--- src/rtl/csp_pkg.sv ---
package csp_pkg;
   localparam int IDX_A = 0;
   localparam int IDX_B = 1;
   localparam int IDX_C = 2;
   localparam int IDX_D = 3;
   localparam int IDX_E = 4;
   localparam int IDX_F = 5;
   localparam int A_MM   = 0;
   localparam int A_DLB  = 1;
   localparam int A_SLB  = 2;
   localparam int C_GTAP = 1;
   localparam int F_ALB  = 7;
   localparam int MIN_REGS = 6;
endpackage

--- src/rtl/csp_clkdiv.sv ---
module csp_clkdiv #(
   parameter int SEL_W = 2
) (
   input  logic             clk,
   input  logic             rst,
   input  logic [SEL_W-1:0] sel,
   output logic             sclk,
   output logic             rise_tk,
   output logic             fall_tk
);
   localparam int CNT_W = (1 << SEL_W) - 1;

   logic [CNT_W-1:0] cnt;
   logic [CNT_W:0]   half;
   logic [CNT_W-1:0] reload;
   logic             edge_now;

   always_comb begin
      half     = {{CNT_W{1'b0}}, 1'b1} << sel;
      reload   = CNT_W'(half - 1'b1);
      edge_now = (cnt == '0);
      rise_tk  = edge_now & ~sclk;
      fall_tk  = edge_now & sclk;
   end

   always_ff @(posedge clk) begin
      if (rst) begin
         cnt  <= '0;
         sclk <= 1'b0;
      end else if (edge_now) begin
         sclk <= ~sclk;
         cnt  <= reload;
      end else begin
         cnt <= cnt - 1'b1;
      end
   end
endmodule

--- src/rtl/csp_tx.sv ---
module csp_tx #(
   parameter int W = 16
) (
   input  logic         clk,
   input  logic         rst,
   input  logic         rise_tk,
   input  logic         load,
   input  logic [W-1:0] word,
   output logic         sdo,
   output logic         sdofs
);
   localparam int BW = $clog2(W);

   logic         pend;
   logic [W-1:0] nxt;
   logic [W-1:0] hold;
   logic [W-1:0] sh;
   logic [BW-1:0] bidx;
   logic         act;
   logic         launch;

   always_comb begin
      launch = rise_tk && pend && !sdofs && (!act || bidx == BW'(W - 2));
   end

   always_ff @(posedge clk) begin
      if (rst) begin
         pend  <= 1'b0;
         nxt   <= '0;
         hold  <= '0;
         sh    <= '0;
         bidx  <= '0;
         act   <= 1'b0;
         sdo   <= 1'b0;
         sdofs <= 1'b0;
      end else begin
         if (rise_tk) begin
            if (sdofs) begin
               sdo   <= hold[W-1];
               sh    <= {hold[W-2:0], 1'b0};
               bidx  <= '0;
               act   <= 1'b1;
               sdofs <= 1'b0;
            end else if (act) begin
               if (bidx == BW'(W - 1)) begin
                  act <= 1'b0;
                  sdo <= 1'b0;
               end else begin
                  sdo  <= sh[W-1];
                  sh   <= {sh[W-2:0], 1'b0};
                  bidx <= bidx + 1'b1;
               end
            end
         end
         if (launch) begin
            sdofs <= 1'b1;
            hold  <= nxt;
            pend  <= 1'b0;
         end
         if (load) begin
            pend <= 1'b1;
            nxt  <= {1'b0, word[W-2:0]};
         end
      end
   end
endmodule

--- src/rtl/csp_rx.sv ---
module csp_rx #(
   parameter int W = 16
) (
   input  logic         clk,
   input  logic         rst,
   input  logic         fall_tk,
   input  logic         sdi,
   input  logic         sdifs,
   output logic [W-1:0] word,
   output logic         vld
);
   localparam int BW = $clog2(W + 1);

   logic          fs_d;
   logic          act;
   logic [BW-1:0] rcnt;
   logic [W-1:0]  rsh;

   always_ff @(posedge clk) begin
      if (rst) begin
         fs_d <= 1'b0;
         act  <= 1'b0;
         rcnt <= '0;
         rsh  <= '0;
         word <= '0;
         vld  <= 1'b0;
      end else begin
         vld <= 1'b0;
         if (fall_tk) begin
            fs_d <= sdifs;
            if (fs_d) begin
               rsh  <= {rsh[W-2:0], sdi};
               rcnt <= BW'(1);
               act  <= 1'b1;
            end else if (act) begin
               rsh  <= {rsh[W-2:0], sdi};
               rcnt <= rcnt + 1'b1;
               if (rcnt == BW'(W - 1)) begin
                  act  <= 1'b0;
                  word <= {rsh[W-2:0], sdi};
                  vld  <= 1'b1;
               end
            end
         end
      end
   end
endmodule

--- src/rtl/csp_echo.sv ---
module csp_echo #(
   parameter int DLY = 16
) (
   input  logic clk,
   input  logic rst,
   input  logic rise_tk,
   input  logic fall_tk,
   input  logic sdi,
   input  logic sdifs,
   output logic e_sdo,
   output logic e_fs
);
   logic [DLY-1:0] line_d;
   logic [DLY-1:0] line_f;

   always_ff @(posedge clk) begin
      if (rst) begin
         line_d <= '0;
         line_f <= '0;
         e_sdo  <= 1'b0;
         e_fs   <= 1'b0;
      end else begin
         if (fall_tk) begin
            line_d <= {line_d[DLY-2:0], sdi};
            line_f <= {line_f[DLY-2:0], sdifs};
         end
         if (rise_tk) begin
            e_sdo <= line_d[DLY-1];
            e_fs  <= line_f[DLY-1];
         end
      end
   end
endmodule

--- src/rtl/csp_ctrl.sv ---
module csp_ctrl
   import csp_pkg::*;
#(
   parameter int W    = 16,
   parameter int NREG = 6,
   parameter int AW   = 3,
   parameter int VW   = 8,
   parameter int DSW  = 2
) (
   input  logic           clk,
   input  logic           rst,
   input  logic           rx_vld,
   input  logic [W-1:0]   rx_word,
   input  logic           smp_strobe,
   input  logic [W-1:0]   adc_data,
   output logic [W-1:0]   dac_data,
   output logic [DSW-1:0] div_sel,
   output logic           mm,
   output logic           dlb,
   output logic           slb,
   output logic           gtap,
   output logic           alb,
   output logic [VW-1:0]  ana_c,
   output logic [VW-1:0]  ana_d,
   output logic [VW-1:0]  ana_e
);
   logic [AW-1:0] wa;
   logic [VW-1:0] wv;
   logic          is_ctl;
   logic [VW-1:0] cr [NREG];
   logic [VW-1:0] nv [NREG];
   logic [NREG-1:0] hit;

   function automatic logic [VW-1:0] a_next(input logic [VW-1:0] v,
                                            input logic [VW-1:0] old);
      logic [VW-1:0] r;
      r = v;
      if (!old[A_MM]) begin
         r[A_DLB] = v[A_DLB] | old[A_DLB];
         r[A_SLB] = v[A_SLB] | old[A_SLB];
      end
      return r;
   endfunction

   function automatic logic [VW-1:0] f_next(input logic [VW-1:0] v,
                                            input logic [VW-1:0] old,
                                            input logic          tap_on);
      logic [VW-1:0] r;
      r = v;
      r[F_ALB] = v[F_ALB] & (old[F_ALB] | ~tap_on);
      return r;
   endfunction

   assign wa     = rx_word[W-2 -: AW];
   assign wv     = rx_word[VW-1:0];
   assign is_ctl = rx_vld & rx_word[W-1];

   for (genvar g = 0; g < NREG; g++) begin : g_reg
      assign hit[g] = is_ctl && (wa == AW'(g));
      if (g == IDX_A) begin : g_a
         assign nv[g] = a_next(wv, cr[g]);
      end else if (g == IDX_F) begin : g_f
         assign nv[g] = f_next(wv, cr[g], cr[IDX_C][C_GTAP]);
      end else begin : g_plain
         assign nv[g] = wv;
      end
   end

   always_ff @(posedge clk) begin
      if (rst) begin
         for (int i = 0; i < NREG; i++) cr[i] <= '0;
      end else begin
         for (int i = 0; i < NREG; i++) begin
            if (hit[i]) cr[i] <= nv[i];
         end
      end
   end

   always_ff @(posedge clk) begin
      if (rst) begin
         dac_data <= '0;
      end else if (dlb) begin
         if (smp_strobe) dac_data <= adc_data;
      end else if (rx_vld && !rx_word[W-1]) begin
         dac_data <= rx_word;
      end
   end

   assign mm      = cr[IDX_A][A_MM];
   assign dlb     = cr[IDX_A][A_DLB];
   assign slb     = cr[IDX_A][A_SLB];
   assign div_sel = cr[IDX_B][DSW-1:0];
   assign gtap    = cr[IDX_C][C_GTAP];
   assign alb     = cr[IDX_F][F_ALB];
   assign ana_c   = cr[IDX_C];
   assign ana_d   = cr[IDX_D];
   assign ana_e   = cr[IDX_E];

   logic unused_cfg;
   always_comb begin
      unused_cfg = ^{cr[IDX_A][VW-1:A_SLB+1], cr[IDX_B][VW-1:DSW],
                     cr[IDX_F][F_ALB-1:0], rx_word[W-2-AW:VW]};
      for (int i = MIN_REGS; i < NREG; i++) unused_cfg = unused_cfg ^ (^cr[i]);
   end
endmodule

--- src/rtl/csp_top.sv ---
module csp_top
   import csp_pkg::*;
#(
   parameter int WORD_W    = 16,
   parameter int ADDR_W    = 3,
   parameter int VAL_W     = 8,
   parameter int NUM_REGS  = 6,
   parameter int DIV_SEL_W = 2,
   parameter bit ECHO_EN   = 1'b1
) (
   input  logic              clk,
   input  logic              rst,
   input  logic              smp_strobe,
   input  logic [WORD_W-1:0] adc_data,
   input  logic              sdi,
   input  logic              sdifs,
   output logic              sclk,
   output logic              sdo,
   output logic              sdofs,
   output logic [WORD_W-1:0] dac_data,
   output logic [VAL_W-1:0]  ana_c,
   output logic [VAL_W-1:0]  ana_d,
   output logic [VAL_W-1:0]  ana_e,
   output logic              alb_en
);
   localparam int ECHO_DLY = WORD_W;

   if (WORD_W < ADDR_W + VAL_W + 2) begin : g_chk_word
      $error("csp_top: WORD_W too small for selector and value fields");
   end
   if (VAL_W < F_ALB + 1) begin : g_chk_val
      $error("csp_top: VAL_W must hold the loop-back enable bit");
   end
   if (NUM_REGS < MIN_REGS || NUM_REGS > (1 << ADDR_W)) begin : g_chk_regs
      $error("csp_top: NUM_REGS out of range");
   end
   if (DIV_SEL_W < 1 || DIV_SEL_W > 3 || DIV_SEL_W > VAL_W) begin : g_chk_div
      $error("csp_top: DIV_SEL_W out of range");
   end

   logic                 rise_tk, fall_tk;
   logic [DIV_SEL_W-1:0] div_sel;
   logic                 tx_sdo, tx_fs;
   logic                 e_sdo, e_fs;
   logic [WORD_W-1:0]    rx_word;
   logic                 rx_vld;
   logic                 mm, dlb, slb, gtap;

   csp_clkdiv #(.SEL_W(DIV_SEL_W)) u_div (
      .clk(clk), .rst(rst), .sel(div_sel),
      .sclk(sclk), .rise_tk(rise_tk), .fall_tk(fall_tk)
   );

   csp_tx #(.W(WORD_W)) u_tx (
      .clk(clk), .rst(rst), .rise_tk(rise_tk), .load(smp_strobe),
      .word(adc_data), .sdo(tx_sdo), .sdofs(tx_fs)
   );

   csp_rx #(.W(WORD_W)) u_rx (
      .clk(clk), .rst(rst), .fall_tk(fall_tk), .sdi(sdi), .sdifs(sdifs),
      .word(rx_word), .vld(rx_vld)
   );

   csp_ctrl #(.W(WORD_W), .NREG(NUM_REGS), .AW(ADDR_W), .VW(VAL_W),
              .DSW(DIV_SEL_W)) u_ctrl (
      .clk(clk), .rst(rst), .rx_vld(rx_vld), .rx_word(rx_word),
      .smp_strobe(smp_strobe), .adc_data(adc_data), .dac_data(dac_data),
      .div_sel(div_sel), .mm(mm), .dlb(dlb), .slb(slb), .gtap(gtap),
      .alb(alb_en), .ana_c(ana_c), .ana_d(ana_d), .ana_e(ana_e)
   );

   if (ECHO_EN) begin : g_echo
      csp_echo #(.DLY(ECHO_DLY)) u_echo (
         .clk(clk), .rst(rst), .rise_tk(rise_tk), .fall_tk(fall_tk),
         .sdi(sdi), .sdifs(sdifs), .e_sdo(e_sdo), .e_fs(e_fs)
      );
   end else begin : g_no_echo
      assign e_sdo = 1'b0;
      assign e_fs  = 1'b0;
   end

   assign sdo   = slb ? e_sdo : tx_sdo;
   assign sdofs = slb ? e_fs  : tx_fs;
endmodule

--- config.mk ---
export PLATFORM = sky130hd
export DESIGN_NAME = csp_top
export DESIGN_NICKNAME = d
export VERILOG_FILES = /design/src/rtl/csp_pkg.sv /design/src/rtl/csp_clkdiv.sv /design/src/rtl/csp_tx.sv /design/src/rtl/csp_rx.sv /design/src/rtl/csp_echo.sv /design/src/rtl/csp_ctrl.sv /design/src/rtl/csp_top.sv
export SDC_FILE = /design/constraint.sdc
export NUM_CORES = 1
export LEC_CHECK = 0
export ABC_AREA = 1
export BUFFER_PORTS_ARGS = -buffer_cell sky130_fd_sc_hd__buf_2
export CAP_MARGIN = 5
export CORE_AREA = 2 2 136 138
export DETAILED_ROUTE_END_ITERATION = 8
export DIE_AREA = 0 0 138 140
export HOLD_SLACK_MARGIN = 0.1
export PLACE_DENSITY = 0.6
export SETUP_SLACK_MARGIN = 0.05
export SLEW_MARGIN = 20
export SYNTH_ARGS = -nofsm -noshare
export SYNTH_HDL_FRONTEND = slang
export SYNTH_SLANG_ARGS = --single-unit
--- constraint.sdc ---
create_clock -name clk -period 1.72 [get_ports clk]
set_input_delay 0.258 -clock clk [delete_from_list [all_inputs] [get_ports clk]]
set_output_delay 0.258 -clock clk [all_outputs]
set_load 0.01 [all_outputs]
* Word level (Yosys, flattened, before mapping)
Memory sizes are Yosys's and may differ from the RTL's.
Index checks and enable logic that the tools add are counted.
** Word-level totals
- Flip-flop bits (word level) :: 147
- Bits in latches :: 0
- Memory bits (writable) :: 48
- Memory bits (read-only) :: 0
- Input bits :: 21
- Logic and storage cells :: 139
- Memories kept :: 1
** Cells by class
- $add $sub $neg :: 4
- Multipliers :: 0
- Divide/modulo/power cells :: 0
- $lt $le $gt $ge :: 0
- Eq/ne operators :: 10
- Shifts and indexed selects :: 1
- Mux-type cells :: 57
- Bitwise gates (word level) :: 18
- Reduce and logical (&&, ||, !) cells :: 27
** Memory list
- u_ctrl.cr :: depth 6, bits a word 8, rd ports 6, clocked after Yosys merged registers in 0, wr ports 6, line csp_ctrl.sv:30 : logic [VW-1:0] cr [NREG];
** Operators with widths (count)
- $mux W16 :: 6
- $mux W8 :: 6
- $mux W1 :: 36
- $mux W15 :: 2
- $mux W4 :: 3
- $logic_and A1 B1 Y1 :: 10
- $mux W5 :: 2
- $reduce_bool A2 Y1 :: 5
- $or A1 B1 Y1 :: 9
- $eq A4 B4 Y1 const B :: 2
- $eq A3 B2 Y1 const B :: 2
- $eq A3 B3 Y1 const B :: 2
- $logic_not A3 Y1 :: 2
- $reduce_and A2 Y1 :: 3
- $sub A3 B1 Y3 const B :: 2
- $add A5 B1 Y5 const B :: 1
- $eq A5 B4 Y1 const B :: 1
- $not A1 Y1 :: 5
- $add A4 B1 Y4 const B :: 1
- $and A1 B1 Y1 :: 4
- $reduce_and A4 Y1 :: 1
- $reduce_or A4 Y1 :: 1
- $eq A3 B1 Y1 const B :: 1
- $logic_not A1 Y1 :: 3
- other kinds (7) :: 7

* Longest topological paths before layout
- Word-level depth :: 7
- Depth in mapped cells :: 10

* Cells and area by module
Synthesis repeated with hierarchy kept, for this count alone.
** Unflattened totals
- Cell total of the unflattened synthesis :: 1000
- Area total of the unflattened synthesis :: 7732.4 um^2
** Modules (own cells, without submodules)
- csp_tx :: times used 1, cells each 298, area an instance 2287.2 um^2, seq. area each 1061.0 um^2
- csp_ctrl :: times used 1, cells each 249, area an instance 2165.8 um^2, seq. area each 1221.2 um^2
- csp_rx :: times used 1, cells each 202, area an instance 1562.7 um^2, seq. area each 780.7 um^2
- csp_echo :: times used 1, cells each 215, area an instance 1453.9 um^2, seq. area each 680.7 um^2
- csp_clkdiv :: times used 1, cells each 29, area an instance 236.5 um^2, seq. area each 80.1 um^2
- csp_top :: times used 1, cells each 7, area an instance 26.3 um^2, seq. area each 0.0 um^2

* Least setup slack after synthesis
Ideal clock, no wire load.
- Path type :: register to register
- Start :: reg u_rx.rcnt[0]
- End :: reg u_rx.word[10]
- Arrival time :: 1404 ps
- Slack :: 203 ps
- Cell stages (with the launch flop) :: 10
- Path buffers :: 1
- Clock period less this slack :: 1517 ps
- Cell sequence :: dfxtp_1 ha_1 and3_1 ha_1 inv_1 nor3_2 buf_2 nand2_1 nand2_1 nor2_1
** On the way
- Cells in the longest elaborated chain, start to end :: 2
** RTL lines
- start, declared :: line csp_rx.sv:16 : logic [BW-1:0] rcnt;
- start signal, assigned :: line csp_rx.sv:37 : rcnt <= rcnt + 1'b1;
- $eq A5 B4 Y1 :: line csp_rx.sv:38 : if (rcnt == BW'(W - 1)) begin
- $reduce_and A4 Y1 (no line)
- end signal, assigned :: line csp_rx.sv:40 : word <= {rsh[W-2:0], sdi};
- end, declared :: line csp_rx.sv:9 : output logic [W-1:0] word,
Every way passes these cells.
A chain may end at the register's enable or synchronous reset.

==> impl_results.md <==
- Final slew viol count: 0
- Register share of total power: 0.466
- Critical setup path kind: flop to primary output
- Via-per-instance ratio: 4.75
- Count of buffers inserted at the top-level ports: 64
- Synthesized Nets: 917
- Top library cells by usage in the layout, fill and taps aside: nand2_1, dfxtp_1, nor2_1, a21oi_1, o21ai_0
- Skew-Pair Late Insertion Delay: between 400 and 500 ps
- Mapped cell area: roughly 7000 um2
- Top flip-flop cell by instance count after synthesis: dfxtp_1
- Max FO, Critical Path: 5
- Detail Route Antenna Nets: 0
- Pint: around 7 mW
- Count of different cell masters after synthesis: 37
- Max H-tree Level: 4
- Final RePlAce weighted congestion: 0.758
- Fraction of registers with async set or reset after synthesis: 0
- Largest net degree at the start of global routing: 64
- Gr usage total: 0.160
- Number of hold violations in the final report: 0
- Std-Cell Core Area: around 18000 um2
- Worst slew margin: 0.693
- Total power density per cell area: roughly 1200 nW/um2
- Crit path capture type: primary output
- Sum of net half-perimeters after detailed placement: 10200 um
- Initial antenna violation count: 0
- Measured slew at the worst slew-check pin: 460 ps
- Maximum buffer depth of the clock tree: 2
- Tot Pwr: about 10 mW
- Maximum vdd ir drop: 0.000761 V
- Final period util: 0.936
- Worst slack on hold paths: between 100 and 150 ps
- Post-layout net count: 977
- Portion of total power attributed to combinational logic: 0.150
- Average footprint of a synthesized cell: between 7 and 8 um2
- Clock tree from TritonCTS: built
- Share of total power in the clock network: 0.384
- Category of the worst setup path launch point: flop
- First drt pass iteration count: 5
- Average wire per cell in the routed design: 12.9 um
- Worst Setup Slack, final: roughly 110 ps
- Outcome: complete, no violations
- Util after Layout: 0.466
- Number of enable-type register cells in the synthesized netlist: 30
- Clock edge transition at the registers on the reported setup and hold paths: about 70 ps
- Drt total wl: 15400 um
- Die outline area: a little under 20000 um2
- Achievable frequency: roughly 620 MHz
- Fraction of final layout cells sized beyond drive strength 1: 0.161
- RSZ-0062 raised after global routing: no
- Clock Tree Root: clkbuf_16
- Vias in the first global route: ~5200
- Data required time at the worst endpoint: 1460 ps
- DR iter-0 viols: 398
- Count of boundary I/O pins: 65
- Total number of yosys warnings: 0
- First-pass GRT wire length: ~25000 um
- Setup violation total in the final timing report: 0
- Die Y: 140 um
- Count of mapped cells out of synthesis: between 800 and 900
- Total CTS buffers: 17
- Site Rows: a little under 50
- Max-capacitance violation count: 0
- GRT Residual Overflow: 0
- Worst hold path class: primary input to flop
- # diodes: 0
- Final worst path period need: 1610 ps
- Width of the die: 138 um
- Number of vias in the routed layout: approximately 5700
- Sw Share: 0.282
- CTS sink count: about 180
- Arr. time, crit path: about 1400 ps
- Share of synthesized area occupied by flip-flops and latches: 0.542
- Final TNS setup: 0 ps
- Setup Skew: 8.40 ps
- Number of storage elements in the synthesis netlist: roughly 180
- Worst setup timing slack at the placement stage: roughly 30 ps
- Residual DRC: 0
- Net load switching power: around 2.8 mW
- Effective utilization at floorplan: 0.395
- Leakage power of the design: about 3.3 nW
- Commonest non-fill, non-tap cell in the layout: nand2_1
- Area growth from synthesis to layout: 17.9%
## final timing paths
path	from	to	slack (ps)	cells past startpoint
max	u_ctrl.cr[0][2]	sdofs	110	2
min	sdifs	g_echo.u_echo.line_f[0]	130	3
max reg2reg	u_rx.rcnt[0]	u_rx.word[4]	160	10
min reg2reg	g_echo.u_echo.e_sdo	g_echo.u_echo.e_sdo	450	2
## metal layers
layer	global-route usage	vias to the layer above	part of all wire
met2	0.254	76	0.47
met3	0.0390	7	0.036
li1	-	2959	-
met4	0.0451	0	0.0066
met5	0	-	0
met1	0.218	2625	0.49
## repair_timing
item / 4_1_cts / 5_1_grt
gates cloned: 1 / 0
endpoints found under the hold margin: 2 / 0
endpoints found under the setup margin: 15 / 15
pin swaps: 1 / 1
gates resized for setup: 2 / 6
buffers inserted: 1 / 0
hold buffers: 2 / 0
## through the flow
stage               instances  area (um2)
detailed placement       1157        7610
finish                   1193        8280
global route             1193        8280
global placement         1157        7610
floorplan                 891        7020
CTS                      1193        8260
## cells in the mapped netlist, drive strengths merged, types with 2 or more instances
cell type | instances | share of area
a21oi | 85 | 0.062
inv | 69 | 0.037
edfxtp | 30 | 0.13
clkbuf | 23 | 0.012
ha | 5 | 0.0089
dfxtp | 145 | 0.41
nor3 | 3 | 0.0029
nor2 | 165 | 0.10
nand3 | 32 | 0.026
o211a | 4 | 0.0057
nand4 | 3 | 0.0027
buf | 23 | 0.019
nand2 | 220 | 0.12
or2 | 2 | 0.0018
o21ai | 75 | 0.053
## sequential cells by signal, summed over array words and instances, names as in the netlist
signal,flops
g_echo.u_echo.e_fs,1
g_echo.u_echo.e_sdo,1
g_echo.u_echo.line_d,16
g_echo.u_echo.line_f,16
u_ctrl.cr,30
u_ctrl.dac_data,16
u_div.cnt,3
u_div.sclk,1
u_rx.act,1
u_rx.rcnt,5
u_rx.rsh,15
u_rx.vld,1
u_rx.word,16
u_tx.act,1
u_tx.bidx,4
u_tx.hold,15
u_tx.nxt,15
u_tx.pend,1
u_tx.sdo,1
u_tx.sdofs,1
u_tx.sh,15
## layout make-up
class	count	area, um2
Clock buffer	21	482
Clock inverter	11	104
Fill cell	1778	9500
Inverter	70	265
Multi-Input combinational cell	600	2750
Sequential cell	175	3810
Tap cell	229	287
Timing Repair Buffer	87	584
## power by group through the flow
stage | logic [mW] | clock network [mW] | registers [mW]
CTS | 1.52 | 3.92 | 4.64
finish | 1.49 | 3.83 | 4.64
detailed placement | 1.50 | 0 | 4.73
global route | 1.73 | 4.09 | 4.67
global placement | 1.50 | 0 | 4.73
floorplan | 1.12 | 0 | 4.73
## critical path, stage by stage, from the launching register on
cell and delay [ps]:
edfxtp_1 470, o21ai_0 270, buf_2 180
## cell families (layout without fill, tap and decap cells)
group,Yosys count,in the layout,share of synthesized area
AOI/OAI and AO/OA,166,166,0.123
and+or+nand+nor,428,428,0.255
xor gates and xnor gates,1,1,0.00125
buffers and inverters,116,189,0.0697
DFF,175,175,0.542
adders and majority gates,5,5,0.00891
No activity file was read; power rests on OpenSTA's default activity.
